[src/rtl/capcal_pkg.sv]
package capcal_pkg;
  localparam int REG_W = 32;

  typedef enum logic [1:0] {
    SRC_EXT   = 2'b00,
    SRC_SW    = 2'b01,
    SRC_WAVE  = 2'b10,
    SRC_SHIFT = 2'b11
  } cal_src_e;

  typedef enum logic [3:0] {
    OBS_HR1   = 4'b1000,
    OBS_HR2   = 4'b1001,
    OBS_D1O1  = 4'b1010,
    OBS_D2O1  = 4'b1011,
    OBS_D1O2  = 4'b1100,
    OBS_D2O2  = 4'b1101
  } obs_code_e;

  typedef struct packed {
    logic [3:0] obs_sel;
    cal_src_e   cal_sel;
    logic       sw_bit;
    logic       late_rst;
    logic       pass_thru;
  } cfg_t;

  function automatic cfg_t cfg_unpack(input logic [REG_W-1:0] w);
    cfg_t c;
    c.pass_thru = w[0];
    c.late_rst  = w[1];
    c.sw_bit    = w[2];
    c.cal_sel   = cal_src_e'(w[5:4]);
    c.obs_sel   = w[11:8];
    return c;
  endfunction

  function automatic logic [REG_W-1:0] cfg_pack(input cfg_t c);
    logic [REG_W-1:0] w;
    w       = '0;
    w[0]    = c.pass_thru;
    w[1]    = c.late_rst;
    w[2]    = c.sw_bit;
    w[5:4]  = c.cal_sel;
    w[11:8] = c.obs_sel;
    return w;
  endfunction
endpackage

[src/rtl/capcal_cfg_reg.sv]
module capcal_cfg_reg
  import capcal_pkg::*;
(
  input  logic             clk,
  input  logic             rst_n,
  input  logic             wr_en,
  input  logic [REG_W-1:0] wr_data,
  output cfg_t             cfg,
  output logic [REG_W-1:0] rd_data
);
  cfg_t cfg_q, cfg_d;

  always_comb begin
    cfg_d = cfg_q;
    if (wr_en) cfg_d = cfg_unpack(wr_data);
  end

  always_ff @(posedge clk or negedge rst_n) begin
    if (!rst_n) cfg_q <= '0;
    else        cfg_q <= cfg_d;
  end

  assign cfg     = cfg_q;
  assign rd_data = cfg_pack(cfg_q);
endmodule

[src/rtl/capcal_wave_gen.sv]
module capcal_wave_gen #(
  parameter int HALF_CYC = 8,
  localparam int CNT_W   = $clog2(2 * HALF_CYC)
) (
  input  logic clk,
  input  logic rst_n,
  output logic wave,
  output logic wave_late
);
  logic [CNT_W-1:0] cnt_q, cnt_d;
  logic             late_q;

  always_comb begin
    if (cnt_q == CNT_W'(2 * HALF_CYC - 1)) cnt_d = '0;
    else                                   cnt_d = cnt_q + 1'b1;
  end

  always_ff @(posedge clk or negedge rst_n) begin
    if (!rst_n) cnt_q <= '0;
    else        cnt_q <= cnt_d;
  end

  assign wave = (cnt_q < CNT_W'(HALF_CYC));

  always_ff @(negedge clk or negedge rst_n) begin
    if (!rst_n) late_q <= 1'b0;
    else        late_q <= wave;
  end

  assign wave_late = late_q;
endmodule

[src/rtl/capcal_rst_timer.sv]
module capcal_rst_timer (
  input  logic clk,
  input  logic rst_n,
  input  logic cap_evt,
  input  logic late_rst,
  output logic dl_reset
);
  logic evt_q;
  logic half_q;
  logic full_q;

  always_ff @(posedge clk or negedge rst_n) begin
    if (!rst_n) evt_q <= 1'b0;
    else        evt_q <= cap_evt;
  end

  always_ff @(negedge clk or negedge rst_n) begin
    if (!rst_n) begin
      half_q <= 1'b0;
      full_q <= 1'b0;
    end else begin
      half_q <= evt_q;
      full_q <= half_q;
    end
  end

  assign dl_reset = late_rst ? full_q : half_q;
endmodule

[src/rtl/capcal_inv_fsm.sv]
module capcal_inv_fsm (
  input  logic clk,
  input  logic rst_n,
  input  logic inv_en,
  input  logic src,
  output logic dout
);
  logic inv_q, inv_d;
  logic flip_en;

  assign flip_en = inv_en && (src ^ inv_q);

  always_comb begin
    inv_d = inv_q;
    if (!inv_en)      inv_d = 1'b0;
    else if (flip_en) inv_d = ~inv_q;
  end

  always_ff @(posedge clk or negedge rst_n) begin
    if (!rst_n) inv_q <= 1'b0;
    else        inv_q <= inv_d;
  end

  assign dout = inv_en ? (src ^ inv_q) : src;
endmodule

[src/rtl/capcal_src_ctrl.sv]
module capcal_src_ctrl
  import capcal_pkg::*;
#(
  parameter int N_IN     = 128,
  parameter int SEL_W    = $clog2(N_IN),
  parameter int OBS_W    = 16,
  parameter int HALF_CYC = 8
) (
  input  logic             hr_clk,
  input  logic             rst_n,
  input  logic             wr_en,
  input  logic [REG_W-1:0] wr_data,
  output logic [REG_W-1:0] rd_data,
  input  logic [N_IN-1:0]  ext_in,
  input  logic [SEL_W-1:0] ext_sel,
  input  logic             cap_evt,
  input  logic [OBS_W-1:0] hr_out1,
  input  logic [OBS_W-1:0] hr_out2,
  input  logic [OBS_W-1:0] dl1_obs1,
  input  logic [OBS_W-1:0] dl2_obs1,
  input  logic [OBS_W-1:0] dl1_obs2,
  input  logic [OBS_W-1:0] dl2_obs2,
  output logic             cap_in,
  output logic             dl_reset,
  output logic [OBS_W-1:0] obs_data
);
  logic [1:0] sync_q;
  logic       rst_s_n;
  cfg_t       cfg;
  logic       wave, wave_late;
  logic       src;

  always_ff @(posedge hr_clk or negedge rst_n) begin
    if (!rst_n) sync_q <= 2'b00;
    else        sync_q <= {sync_q[0], 1'b1};
  end
  assign rst_s_n = sync_q[1];

  capcal_cfg_reg u_reg (
    .clk     (hr_clk),
    .rst_n   (rst_s_n),
    .wr_en   (wr_en),
    .wr_data (wr_data),
    .cfg     (cfg),
    .rd_data (rd_data)
  );

  capcal_wave_gen #(.HALF_CYC(HALF_CYC)) u_wave (
    .clk       (hr_clk),
    .rst_n     (rst_s_n),
    .wave      (wave),
    .wave_late (wave_late)
  );

  always_comb begin
    unique case (cfg.cal_sel)
      SRC_EXT:   src = ext_in[ext_sel];
      SRC_SW:    src = cfg.sw_bit;
      SRC_WAVE:  src = wave;
      SRC_SHIFT: src = wave_late;
      default:   src = 1'b0;
    endcase
  end

  capcal_inv_fsm u_inv (
    .clk    (hr_clk),
    .rst_n  (rst_s_n),
    .inv_en (~cfg.pass_thru),
    .src    (src),
    .dout   (cap_in)
  );

  capcal_rst_timer u_rst (
    .clk      (hr_clk),
    .rst_n    (rst_s_n),
    .cap_evt  (cap_evt),
    .late_rst (cfg.late_rst),
    .dl_reset (dl_reset)
  );

  always_comb begin
    case (cfg.obs_sel)
      OBS_HR1:  obs_data = hr_out1;
      OBS_HR2:  obs_data = hr_out2;
      OBS_D1O1: obs_data = dl1_obs1;
      OBS_D2O1: obs_data = dl2_obs1;
      OBS_D1O2: obs_data = dl1_obs2;
      OBS_D2O2: obs_data = dl2_obs2;
      default:  obs_data = '0;
    endcase
  end
endmodule

[config.mk]
export PLATFORM = sky130hd
export DESIGN_NAME = capcal_src_ctrl
export DESIGN_NICKNAME = d
export VERILOG_FILES = /design/src/rtl/capcal_pkg.sv /design/src/rtl/capcal_cfg_reg.sv /design/src/rtl/capcal_wave_gen.sv /design/src/rtl/capcal_rst_timer.sv /design/src/rtl/capcal_inv_fsm.sv /design/src/rtl/capcal_src_ctrl.sv
export SDC_FILE = /design/constraint.sdc
export NUM_CORES = 1
export LEC_CHECK = 0
export ABC_AREA = 1
export CORE_ASPECT_RATIO = 0.5
export CORE_MARGIN = 4
export CORE_UTILIZATION = 27
export CTS_BUF_LIST = sky130_fd_sc_hd__clkbuf_4 sky130_fd_sc_hd__clkbuf_8
export DETAILED_ROUTE_END_ITERATION = 8
export PLACE_DENSITY = 0.8
export SLEW_MARGIN = 40
export SYNTH_ARGS = -nofsm -noshare
export SYNTH_HDL_FRONTEND = slang
export SYNTH_SLANG_ARGS = --single-unit
[constraint.sdc]
create_clock -name hr_clk -period 1.7 [get_ports hr_clk]
set_clock_uncertainty 0.1 [all_clocks]
set_input_delay 0.17 -clock hr_clk [delete_from_list [all_inputs] [get_ports hr_clk]]
set_output_delay 0.17 -clock hr_clk [all_outputs]
set_load 0.05 [all_outputs]
Word-level counts from Yosys, hierarchy flattened
Cells that the tools add are included.
- flip-flop bits (word level): 20
- input port bits: 267
- logic and storage cells: 40
- $add $sub $neg: 1
- order comparisons: 2
- equality and inequality tests: 10
- muxes and demuxes: 9
- bitwise operators: 3
- reductions and logical operators: 3
- operators with widths (cell ; number):
    one-hot mux 16 bit (6 select lines) ; 1
    equality test 4 bit, second input constant ; 7
    < comparator 7 x 8 -> 1 bit, second input constant ; 1
    binary-select mux 1 bit (select 7 bit) ; 1
    2-to-1 mux 1 bit ; 5
    adder 4 x 1 -> 4 bit, second input constant ; 1
    equality test 2 bit, second input constant ; 2
    < comparator 4 bit, second input constant ; 1
    2-to-1 mux 4 bit ; 1
    one-hot mux 1 bit (4 select lines) ; 1
    equality test 2 x 1 -> 1 bit, second input constant ; 1
    logical NOT 2 bit ; 1
    NOT 1 bit ; 2
    nonzero test 2 bit ; 1
    logical AND 1 bit ; 1
    bitwise XOR 1 bit ; 1

Longest topological paths before layout
- depth in word-level cells: 7
- mapped depth: 16
- mapped depth without buffers: 15

Modules after synthesis
Synthesis repeated with hierarchy kept, for this count alone.
- cells, all modules: 554
- area total of the unflattened synthesis: 3118.0 sq um
- by module, submodules not included (module ; times used ; cells each ; area an instance (sq um) ; sequential area each (sq um)):
    capcal_src_ctrl ; 1 ; 453 ; 2202.1 ; 50.0
    capcal_cfg_reg ; 1 ; 71 ; 585.6 ; 225.2
    capcal_wave_gen ; 1 ; 15 ; 187.7 ; 125.1
    capcal_rst_timer ; 1 ; 7 ; 90.1 ; 75.1
    capcal_inv_fsm ; 1 ; 8 ; 52.6 ; 25.0

==> qor.txt <==
Most frequent cells in the layout: clkdlybuf4s50_1, nand3_1, nand2_1, inv_1, buf_4
Total number of vias: 4797
Clk pwr share: 0.140
Vias in the first global route: 4701
Die area: 0.01309 mm²
Detailed-route DRC error count: 0
Final core occ: 0.6540
Pins Over Slew Limit: 0
Max Fanout on Critical Path: 3
Seq/Total Area, Yosys: 0.1652
Crit Path Category: register to output pin
Crit end category: output pin
1st-iter DRT viols: 337
Post-Synth XOR/XNOR Area: 0.002890
GRT Total Usage: 0.2232
Die X-Extent: 157.8 µm
Root Driver: clkbuf_8
Sw Pwr: 1.297 mW
Pre-Repair DR Iteration Count: 5
Synth Area in Compound Gates: 0.09868
Hold Fails Final Rpt: 0
Row count: 27
# clock sinks: 20
Worst slack, placed: -0.7013 ns
Largest net degree at the start of global routing: 49
Initial Util: 0.2760
Adder-cell share of the synthesized area: 0.004129
Yosys cell types: 26
Netlist Area Pre-Place: 0.003030 mm²
Max cap viols: 0
Sw Share: 0.3918
Commonest non-fill, non-tap cell in the layout: clkdlybuf4s50_1
H-tree depth: 1
Logic pwr share: 0.694
Failing checks: negative setup slack
Worst Hold Class: register to async pin
Worst endpoint required time: 1.43 ns
YS warnings: 0
DPL Wire Length: 12770 µm
Final hold slack: 0.04329 ns
Power share of the sequential group: 0.166
Initial antenna violation count: 0
Total CTS buffers: 3
Syn Inst Count: 534
Gpl congestion: 0.8948
WP data arrival: 2.31 ns
Area of the multi-input gates: 0.002746 mm²
I/O Buffers: 270
Remaining Overflow, GRT: 0
Num ports: 317
Nets@finish: 1091
Yosys reg bits: 20
Vias per cell: 4.961
Storage element area: 508.0 µm²
P&R area growth vs syn: 137.0%
First-pass GRT wire length: 23850 µm
Internal Power: 2.014 mW
Die Ht: 82.91 µm
Cell Pwr Density: 461.1 mW/mm²
Core Region: 0.01098 mm²
Leak pwr: 3.168 nW
Status: complete, but fails checks
Antenna Cells: 0
Max IR drop VDD: 350.1 µV
Critical Path Start Type: register
Multiplexer share of the synthesized area: 0.01115
Final WL: 16180 µm
Longest Clk Path Bufs: 2
DR WL/cell: 16.73 µm
Clock-pin slew on the worst setup and hold paths: 0.07 ns
Avg Cell Area, Syn: 5.675 µm²
Fillers: 868
Final WS setup: -0.8805 ns
Largest family of logic cells by synthesized area: simple AND/OR/NAND/NOR gates
Worst skew pair latency: 0.27 ns
Synth Area in Simple Gates: 0.5235
Remaining antenna violation count: 0
Final setup viols: 19
TritonCTS clock tree: built
RSZ-0062 raised after global routing: yes
Share of post-route cells with drive strength above 1: 0.2080
-- sequential cells by signal (all words and copies together), names as in the netlist --
register / flops
u_reg.cfg: 9
u_rst.half_q: 1
u_wave.wave_late: 1
u_wave.cnt_q: 4
u_rst.full_q: 1
u_inv.inv_q: 1
sync_q: 2
u_rst.evt_q: 1
-- per-layer routing --
layer,up-vias,wire (µm),global-route usage
li1,2342,-,-
met1,2209,6163,0.2601
met2,214,8541,0.4291
met3,32,1108,0.03436
met4,0,369,0.04215
met5,-,0,0
-- cell usage after synthesis --
cell,number,area (µm²)
nand3_1,176,880.8
nand2_1,152,570.6
inv_1,49,183.9
buf_4,30,225.2
dfrtp_1,17,425.4
a311oi_1,16,140.1
and3_1,16,100.1
clkbuf_1,16,60.06
o22ai_1,16,100.1
buf_2,12,60.06
o21ai_0,7,35.03
nor2_1,5,18.77
buf_6,4,45.04
dfrtn_1,3,75.07
mux2_2,3,33.78
conb_1,2,7.510
a211oi_1,1,7.510
a21oi_1,1,5.000
a31oi_1,1,6.260
buf_1,1,3.750
ha_1,1,12.51
inv_2,1,3.750
nand2_2,1,6.260
nand3_2,1,10.01
o21ai_1,1,5.000
xor2_1,1,8.760
-- per-stage QoR --
stage	std cells	total power, mW	instance area [µm²]	TNS, ns
after detailed placement	950	2.664	6656	-2.065
final	967	3.311	7181	-7.366
after global placement	950	2.639	6656	-1.704
after floorplan	556	1.621	3630	-1.772
after global routing	967	3.475	7181	-8.618
after CTS	960	3.258	7022	-7.153
-- worst paths after layout --
check,start,end,slack (ns),cells past startpoint
worst max-delay path,u_wave.wave_late,cap_in,-0.88,9
worst min-delay path,sync_q[1],u_wave.cnt_q[0],0.04,0
worst max register to register,u_wave.wave_late,u_inv.inv_q,-0.68,9
worst min register to register,sync_q[1],u_wave.cnt_q[0],0.04,0
max in group asynchronous,sync_q[1],u_rst.full_q,0.44,0
min in group hr_clk,u_rst.half_q,u_rst.full_q,0.25,0
-- final cells by class --
| type | instances | area share |
|---|---|---|
| Clock buffer | 3 | 0.005750 |
| Clock inverter | 1 | 0.004182 |
| Inverter | 50 | 0.02683 |
| Multi-Input combinational cell | 423 | 0.3825 |
| Sequential cell | 20 | 0.07074 |
| Tap cell | 145 | 0.02527 |
| Timing Repair Buffer | 325 | 0.4848 |
-- worst max-delay path, stage by stage (launching register included) --
cell and delay, ns:
dfrtn_1 0.32, nor2_1 0.08, a211oi_1 0.05, a31oi_1 0.23, nand2_2 0.11, nand2_2 0.09
nand2_2 0.05, nand2_2 0.07, nand2_4 0.05, buf_12 0.14
-- kinds of logic (layout without fill, tap and decap cells) --
family / count (synthesis) / after routing
simple gates: 351 / 351
fa+ha+maj: 1 / 1
flops: 20 / 20
buf+inv: 113 / 379
compound gates: 43 / 43
other cells: 2 / 24
mux: 3 / 3
xor+xnor: 1 / 1
-- power by group through the flow --
stage,Sequential (mW),Combinational (mW),Clock (mW)
5_1_grt,0.554,2.42,0.499
3_3_place_gp,0.554,2.09,0
2_1_floorplan,0.618,1.00,0
6_report,0.550,2.30,0.464
3_5_place_dp,0.557,2.11,0
4_1_cts,0.548,2.23,0.479
-- timing repair --
action | CTS | global route
endpoints found under the setup margin | 19 | 19
hold buffers | 1 | 0
gates cloned | 1 | 1
resized for setup | 35 | 14
pin swaps | 13 | 10
setup buffers | 4 | 6
endpoints found under the hold margin | 2 | 0
Note: power is estimated with default switching activity, not from simulation.
